<file path="config.mk">
export PLATFORM = sky130hd
export DESIGN_NAME = adc_lp_sampler
export DESIGN_NICKNAME = d
export VERILOG_FILES = /design/src/rtl/adc_seq_pkg.sv /design/src/rtl/adc_seq_counter.sv /design/src/rtl/adc_seq_filter.sv /design/src/rtl/adc_lp_sampler.sv
export SDC_FILE = /design/constraint.sdc
export NUM_CORES = 1
export LEC_CHECK = 0
export ABC_AREA = 1
export ABC_CLOCK_PERIOD_IN_PS = 9600
export BUFFER_PORTS_ARGS = -buffer_cell sky130_fd_sc_hd__buf_4
export CORE_MARGIN = 3
export CORE_UTILIZATION = 40
export DETAILED_ROUTE_END_ITERATION = 8
export MAX_ROUTING_LAYER = met4
export PLACE_DENSITY = 0.66
export SETUP_SLACK_MARGIN = 0.5
export SLEW_MARGIN = 20
export SYNTH_ARGS = -nofsm -noshare
export SYNTH_HDL_FRONTEND = slang
export SYNTH_SLANG_ARGS = --single-unit
</file>
<file path="constraint.sdc">
create_clock -name clk_i -period 9.6 [get_ports clk_i]
set_clock_uncertainty 0.2 [all_clocks]
set_input_delay 1.92 -clock clk_i [delete_from_list [all_inputs] [get_ports clk_i]]
set_output_delay 1.92 -clock clk_i [all_outputs]
set_load 0.01 [all_outputs]
</file>
<file path="src/rtl/adc_seq_pkg.sv">
package adc_seq_pkg;
  typedef enum logic [2:0] {
    ST_IDLE,
    ST_PWRUP,
    ST_SAMPLE,
    ST_EVAL,
    ST_SLEEP
  } seq_state_e;
endpackage

</file>
<file path="src/rtl/adc_seq_counter.sv">
module adc_seq_counter #(
  parameter int unsigned W = 8
) (
  input  logic         clk_i,
  input  logic         rst_ni,
  input  logic         clr_i,
  input  logic         run_i,
  output logic [W-1:0] cnt_o
);
  localparam logic [W-1:0] MAX = '1;

  logic [W-1:0] cnt_q;

  always_ff @(posedge clk_i or negedge rst_ni) begin
    if (!rst_ni)                      cnt_q <= '0;
    else if (clr_i)                   cnt_q <= '0;
    else if (run_i && cnt_q != MAX)   cnt_q <= cnt_q + W'(1);
  end

  assign cnt_o = cnt_q;


  clr_zero_chk: assert property (@(posedge clk_i) disable iff (!rst_ni)
    clr_i |=> cnt_o == '0);


  step_one_chk: assert property (@(posedge clk_i) disable iff (!rst_ni)
    (!clr_i && run_i && cnt_o != MAX) |=> cnt_o == $past(cnt_o) + W'(1));
endmodule

</file>
<file path="src/rtl/adc_seq_filter.sv">
module adc_seq_filter #(
  parameter int unsigned DATA_W = 10
) (
  input  logic              clk_i,
  input  logic              rst_ni,
  input  logic              clr_i,
  input  logic              cap_i,
  input  logic [DATA_W-1:0] data_i,
  input  logic [DATA_W-1:0] lo_i,
  input  logic [DATA_W-1:0] hi_i,
  output logic              hit_o
);
  logic in_win;
  logic hit_q;

  assign in_win = (data_i >= lo_i) && (data_i <= hi_i);

  always_ff @(posedge clk_i or negedge rst_ni) begin
    if (!rst_ni)     hit_q <= 1'b0;
    else if (clr_i)  hit_q <= 1'b0;
    else if (cap_i)  hit_q <= in_win;
  end

  assign hit_o = hit_q;


  hold_chk: assert property (@(posedge clk_i) disable iff (!rst_ni)
    (!clr_i && !cap_i) |=> $stable(hit_o));
endmodule

</file>
<file path="src/rtl/adc_lp_sampler.sv">
module adc_lp_sampler
  import adc_seq_pkg::*;
#(
  parameter int unsigned NUM_CH = 2,
  parameter int unsigned DATA_W = 10,
  parameter int unsigned PWR_W  = 8,
  parameter int unsigned WAKE_W = 16,
  parameter int unsigned CNT_W  = 8
) (
  input  logic                     clk_i,
  input  logic                     rst_ni,
  input  logic                     en_i,
  input  logic                     fsm_rst_i,
  input  logic                     lp_mode_i,
  input  logic [PWR_W-1:0]         pwrup_time_i,
  input  logic [WAKE_W-1:0]        wakeup_time_i,
  input  logic [CNT_W-1:0]         lp_thresh_i,
  input  logic [CNT_W-1:0]         np_thresh_i,
  input  logic [NUM_CH*DATA_W-1:0] flt_lo_i,
  input  logic [NUM_CH*DATA_W-1:0] flt_hi_i,
  input  logic [DATA_W-1:0]        adc_data_i,
  input  logic                     adc_valid_i,
  output logic                     adc_pd_o,
  output logic [NUM_CH-1:0]        adc_chn_sel_o,
  output logic                     intr_o,
  output logic                     wakeup_o
);
  localparam int unsigned CH_W = (NUM_CH > 1) ? $clog2(NUM_CH) : 1;
  localparam logic [CH_W-1:0] LAST_CH = CH_W'(NUM_CH - 1);

  seq_state_e state_q, state_d;
  logic [CH_W-1:0] ch_q, ch_d;
  logic promoted_q;

  logic [PWR_W-1:0]  pwr_cnt;
  logic [WAKE_W-1:0] wk_cnt;
  logic [CNT_W-1:0]  lp_cnt, np_cnt;
  logic [NUM_CH-1:0] ch_hit;

  logic sync_clr, lp_eff, burst_hit, eval_q;
  logic pwr_done, wk_done, lp_reach, promote;
  logic lp_clr, lp_inc, np_clr, np_inc, pwr_clr, wk_clr;
  logic np_hit;

  assign sync_clr  = fsm_rst_i | ~en_i;
  assign lp_eff    = lp_mode_i & ~promoted_q;
  assign burst_hit = &ch_hit;
  assign eval_q    = (state_q == ST_EVAL);

  assign pwr_done = ({1'b0, pwr_cnt} + (PWR_W+1)'(1))  >= {1'b0, pwrup_time_i};
  assign wk_done  = ({1'b0, wk_cnt}  + (WAKE_W+1)'(1)) >= {1'b0, wakeup_time_i};
  assign lp_reach = ({1'b0, lp_cnt}  + (CNT_W+1)'(1))  >= {1'b0, lp_thresh_i};
  assign promote  = eval_q && lp_eff && burst_hit && lp_reach && !sync_clr;

  always_comb begin
    state_d = state_q;
    ch_d    = ch_q;
    unique case (state_q)
      ST_IDLE:  state_d = ST_PWRUP;
      ST_PWRUP: if (pwr_done) begin
        state_d = ST_SAMPLE;
        ch_d    = '0;
      end
      ST_SAMPLE: if (adc_valid_i) begin
        if (ch_q == LAST_CH) state_d = ST_EVAL;
        else                 ch_d    = ch_q + CH_W'(1);
      end
      ST_EVAL: begin
        ch_d = '0;
        if (lp_eff && !promote) state_d = ST_SLEEP;
        else                    state_d = ST_SAMPLE;
      end
      ST_SLEEP: if (!lp_mode_i || wk_done) state_d = ST_PWRUP;
      default:  state_d = ST_IDLE;
    endcase
    if (sync_clr) begin
      state_d = ST_IDLE;
      ch_d    = '0;
    end
  end

  always_ff @(posedge clk_i or negedge rst_ni) begin
    if (!rst_ni) begin
      state_q    <= ST_IDLE;
      ch_q       <= '0;
      promoted_q <= 1'b0;
    end else begin
      state_q <= state_d;
      ch_q    <= ch_d;
      if (sync_clr || !lp_mode_i) promoted_q <= 1'b0;
      else if (promote)           promoted_q <= 1'b1;
    end
  end

  // counters and timers
  assign pwr_clr = sync_clr | (state_q != ST_PWRUP);
  assign wk_clr  = sync_clr | ((state_d == ST_PWRUP) && (state_q != ST_PWRUP));
  assign lp_inc  = eval_q && lp_eff && burst_hit;
  assign lp_clr  = sync_clr | (eval_q && lp_eff && !burst_hit) | promote;
  assign np_inc  = eval_q && !lp_eff && burst_hit;
  assign np_clr  = sync_clr | (eval_q && !lp_eff && !burst_hit) | promote;

  adc_seq_counter #(.W(PWR_W)) u_pwr_tmr (
    .clk_i, .rst_ni, .clr_i(pwr_clr), .run_i(1'b1), .cnt_o(pwr_cnt));
  adc_seq_counter #(.W(WAKE_W)) u_wk_tmr (
    .clk_i, .rst_ni, .clr_i(wk_clr), .run_i(1'b1), .cnt_o(wk_cnt));
  adc_seq_counter #(.W(CNT_W)) u_lp_cnt (
    .clk_i, .rst_ni, .clr_i(lp_clr), .run_i(lp_inc), .cnt_o(lp_cnt));
  adc_seq_counter #(.W(CNT_W)) u_np_cnt (
    .clk_i, .rst_ni, .clr_i(np_clr), .run_i(np_inc), .cnt_o(np_cnt));

  // per-channel window filters and selects
  for (genvar i = 0; i < NUM_CH; i++) begin : g_ch
    logic cap;
    assign cap = (state_q == ST_SAMPLE) && adc_valid_i && (ch_q == CH_W'(i));

    adc_seq_filter #(.DATA_W(DATA_W)) u_flt (
      .clk_i,
      .rst_ni,
      .clr_i (sync_clr),
      .cap_i (cap),
      .data_i(adc_data_i),
      .lo_i  (flt_lo_i[i*DATA_W +: DATA_W]),
      .hi_i  (flt_hi_i[i*DATA_W +: DATA_W]),
      .hit_o (ch_hit[i])
    );

    assign adc_chn_sel_o[i] = (state_q == ST_SAMPLE) && (ch_q == CH_W'(i));
  end

  assign adc_pd_o = (state_q == ST_IDLE) || (state_q == ST_SLEEP);
  assign np_hit   = (np_thresh_i != '0) && (np_cnt >= np_thresh_i);
  assign intr_o   = np_hit;
  assign wakeup_o = np_hit & promoted_q;


  fsm_rst_clear_chk: assert property (@(posedge clk_i) disable iff (!rst_ni)
    fsm_rst_i |=> (state_q == ST_IDLE) && pwr_cnt == '0 && wk_cnt == '0
                  && lp_cnt == '0 && np_cnt == '0);


  sel_onehot_chk: assert property (@(posedge clk_i) disable iff (!rst_ni)
    $onehot0(adc_chn_sel_o) && !$isunknown(adc_chn_sel_o));


  pwrup_len_chk: assert property (@(posedge clk_i) disable iff (!rst_ni)
    ($rose(adc_chn_sel_o[0]) && $past(state_q) == ST_PWRUP)
      |-> ({1'b0, $past(pwr_cnt)} + (PWR_W+1)'(1)) >= {1'b0, $past(pwrup_time_i)});


  sleep_hold_chk: assert property (@(posedge clk_i) disable iff (!rst_ni)
    (state_q == ST_SLEEP && en_i && !fsm_rst_i && lp_mode_i && !wk_done)
      |=> adc_pd_o && adc_chn_sel_o == '0);


  sel_hold_chk: assert property (@(posedge clk_i) disable iff (!rst_ni)
    (|adc_chn_sel_o && !adc_valid_i && !sync_clr) |=> $stable(adc_chn_sel_o));


  disable_idle_chk: assert property (@(posedge clk_i) disable iff (!rst_ni)
    !en_i |=> adc_pd_o && adc_chn_sel_o == '0 && !intr_o);
endmodule

</file>
==> impl_metrics.tcl <==
set metrics [dict create \
    place.port_buffers 100 \
    antenna_found_initial 0 \
    core_area_sq_um 11610 \
    ys_async_sr_fraction_pct 100.0 \
    yosys_warnings 0 \
    slew_viol_final 0 \
    synth_fa_ha_area_share_pct 21.77 \
    synth-edff-count 0 \
    irDropWorstVdd_mv 0.06581 \
    path_clk_slew_ns 0.06 \
    synth_top_family_by_area "simple AND/OR/NAND/NOR gates" \
    yosysSeqAreaShare_pct 24.36 \
    cp_cell_sequence "buf_4 > inv_1 > ha_1 > a21boi_0 > o21a_1 > o21a_1 > o21ai_0 > nand2_1 > a21oi_1 > o21ai_0 > nand2_1 > inv_1 > buf_4" \
    postCtsSetupBuffers 0 \
    h-tree-depth 2 \
    numCtsBuffers 5 \
    crit_end "intr_o" \
    vias 4538 \
    synthMuxAreaShare_pct 0 \
    slew_headroom_pct 59.32 \
    critPathCaptureType "output port" \
    p_sw_share_pct 23.53 \
    crit_fanout 2 \
    gp_congestion 0.8370 \
    place_ws_ns 3.969 \
    yosysUniqueCellTypes 38 \
    reg2reg_depth 18 \
    crit_buf_inv 4 \
    netlist_instances 685 \
    drt_wl_total_um 10910 \
    syn_avg_cell_area_sq_um 7.049 \
    rsz0062_at_grt "false" \
    fp.dieH_um 115.9 \
    seqPwrFrac_pct 38.3 \
    post_cts_resize_count 0 \
    rrSetupSlack_ns 6.21 \
    grt_pass1_vias 4605 \
    area_growth_pct 22.67 \
    ys.flop_type "dfrtp_1" \
    ant_nets 0 \
    die_area_sq_um 13420 \
    path_class "in2out" \
    fmaxAchievable_mhz 177.2 \
    grt.total_usage_pct 17.40 \
    power.switching_w 0.0001228 \
    initial_core_util_pct 41.58 \
    p_leak_nw 3.397 \
    drt_pass1_iterations 5 \
    cp.arrival_ns 3.52 \
    ys_seq_elements 47 \
    fin_nets 970 \
    rows 39 \
    cts_root_buffer "clkbuf_16" \
    pin_count 101 \
    required_ns 7.48 \
    gr-total-overflow 0 \
    clkPwrFrac_pct 42.0 \
    cpPeakStageDelay_ns 0.28 \
    vias_per_cell 4.859 \
    maxCapViolCount 0 \
    cts_tree "yes" \
    worstReg2RegEnd "u_wk_tmr.cnt_o[2]" \
    syn-cell-area_sq_um 4828 \
    tightest_slew_ns 0.6103 \
    synth_xor_area_share_pct 4.898 \
    wl_per_cell_um 11.68 \
    worstReg2RegStart "u_wk_tmr.cnt_o[0]" \
    grt_max_degree 48 \
    diodes 0 \
    status "completed" \
    die_w_um 115.9 \
    synth_nets 865 \
    detail_route.iter0.violations 139 \
    min_period_ns 5.642 \
    power_frac_comb_pct 19.7 \
    synthSimpleGateAreaFrac_pct 26.22 \
    startpoint "np_thresh_i[1]" \
    critical-path-top-delay-family "compound AO/OA/AOI/OAI gates" \
    final_hold_viol_count 0 \
    grt_pass1_wl_um 19000 \
    slowest_stage "ha_1" \
    report.final.setup_viol 0 \
    clk_path_buf_depth 2 \
    fin_ws_ns 3.958 \
    hold_path_class "reg2reg" \
    synth_compound_area_share_pct 10.29 \
    drive_gt1_share_pct 17.19 \
    most-common-layout-cells "inv_1 (153), nand2_1 (127), buf_4 (100)" \
    power.density_nw_per_um2 88.10 \
    cp_num_cells 13 \
    final_common_cell "inv_1" \
    hold_buffers 0 \
    drc 0 \
    clk_latency_ns 0.28 \
    dpl.hpwl_um 9376 \
    internal_power_w 0.0003991 \
    clock-sinks 47 \
    post-route-period-util_pct 58.77 \
    cp-start-kind "input pin" \
    fin_tns_setup_ns 0 \
]
## Yosys cell counts (all sizes together) (2+ instances only)
cell	number	area [sq um]
inv	153	574.3
nand3b	2	15.01
o21a	6	45.04
nand3	25	145.1
o21ai	21	105.1
dfrtp	47	1176
nand2	131	506.7
o2111ai	2	17.52
nor4	3	18.77
nor3	9	55.05
o211ai	3	22.52
a31oi	2	12.51
nand4	15	93.84
a211oi	2	15.01
nor3b	2	20.02
a21o	3	22.52
xor2	21	183.9
xnor2	6	52.55
ha	84	1051
a21oi	42	214.0
nor2	97	404.1
## cell type report
cell class / instances / area (sq um)
Clock inverter: 2 / 60.06
Fill cell: 1143 / 5690
Sequential cell: 47 / 1176
Inverter: 154 / 578.1
Tap cell: 143 / 178.9
Timing Repair Buffer: 100 / 750.7
Multi-Input combinational cell: 482 / 3050
Clock buffer: 6 / 128.9
## registers in the layout, indices dropped and copies added, names as in the netlist
name	flops
g_ch.u_flt.hit_o	2
u_np_cnt.cnt_o	8
state_q	3
ch_q	1
promoted_q	1
u_wk_tmr.cnt_o	16
u_pwr_tmr.cnt_o	8
u_lp_cnt.cnt_o	8
## through the flow
| step | instances | hold slack (ns) | cell area [sq um] | total power, W | utilization [%] |
|---|---|---|---|---|---|
| detailed placement | 926 | 0.3307 | 5734 | 0.0003081 | 49.38 |
| global placement | 926 | 0.3273 | 5734 | 0.0003036 | 49.38 |
| global route | 934 | 0.3823 | 5923 | 0.0005534 | 51.00 |
| CTS | 934 | 0.3495 | 5923 | 0.0005298 | 51.00 |
| finish | 934 | 0.3633 | 5923 | 0.0005218 | 51.00 |
| floorplan | 685 | 0.3035 | 4828 | 0.0002572 | - |
## how the worst min path moves through the flow
stage | end | from | cells after the start
final | u_pwr_tmr.cnt_o[1] | u_pwr_tmr.cnt_o[1] | 2
after global routing | u_pwr_tmr.cnt_o[1] | u_pwr_tmr.cnt_o[1] | 2
after floorplan | u_pwr_tmr.cnt_o[1] | u_pwr_tmr.cnt_o[1] | 2
after global placement | u_pwr_tmr.cnt_o[1] | u_pwr_tmr.cnt_o[1] | 2
after detailed placement | u_pwr_tmr.cnt_o[1] | u_pwr_tmr.cnt_o[1] | 2
after CTS | u_pwr_tmr.cnt_o[1] | u_pwr_tmr.cnt_o[1] | 2
## worst reg2reg max path, cell delays in order (launching register included)
cell and delay (ns):
dfrtp_1 0.41, nand3_1 0.15, nor3b_2 0.28, nand3_1 0.19
nor2_2 0.21, nand4_1 0.15, nand2_1 0.13, inv_1 0.06
ha_1 0.27, nand2_1 0.06, nor2_1 0.19, nand3_1 0.11
o211a_1 0.23, nand2_1 0.06, nand2_1 0.06, a21oi_2 0.15
nand2_2 0.08, nand2_4 0.21, nor2_1 0.08
## logic make-up after synthesis
| logic type | after synthesis |
|---|---|
| xor+xnor | 27 |
| simple gates | 285 |
| fa+ha+maj | 84 |
| buf+inv | 156 |
| flops | 47 |
| compound gates | 86 |
## power groups by stage
stage	clock (W)	combinational, W	sequential [W]
floorplan	0	0.0000540	0.000203
global placement	0	0.000100	0.000203
detailed placement	0	0.000105	0.000203
CTS	0.000225	0.000105	0.000200
global route	0.000234	0.000120	0.000200
finish	0.000219	0.000103	0.000200
## metal layers
| layer | up-vias | global-route usage, % | wire length, um |
|---|---|---|---|
| li1 | 2386 | - | - |
| met4 | 0 | 3.635 | 131 |
| met5 | - | - | 0 |
| met2 | 88 | 31.34 | 5400 |
| met3 | 8 | 2.611 | 489 |
| met1 | 2056 | 20.56 | 4890 |
Note: power is estimated with default switching activity, not from simulation.
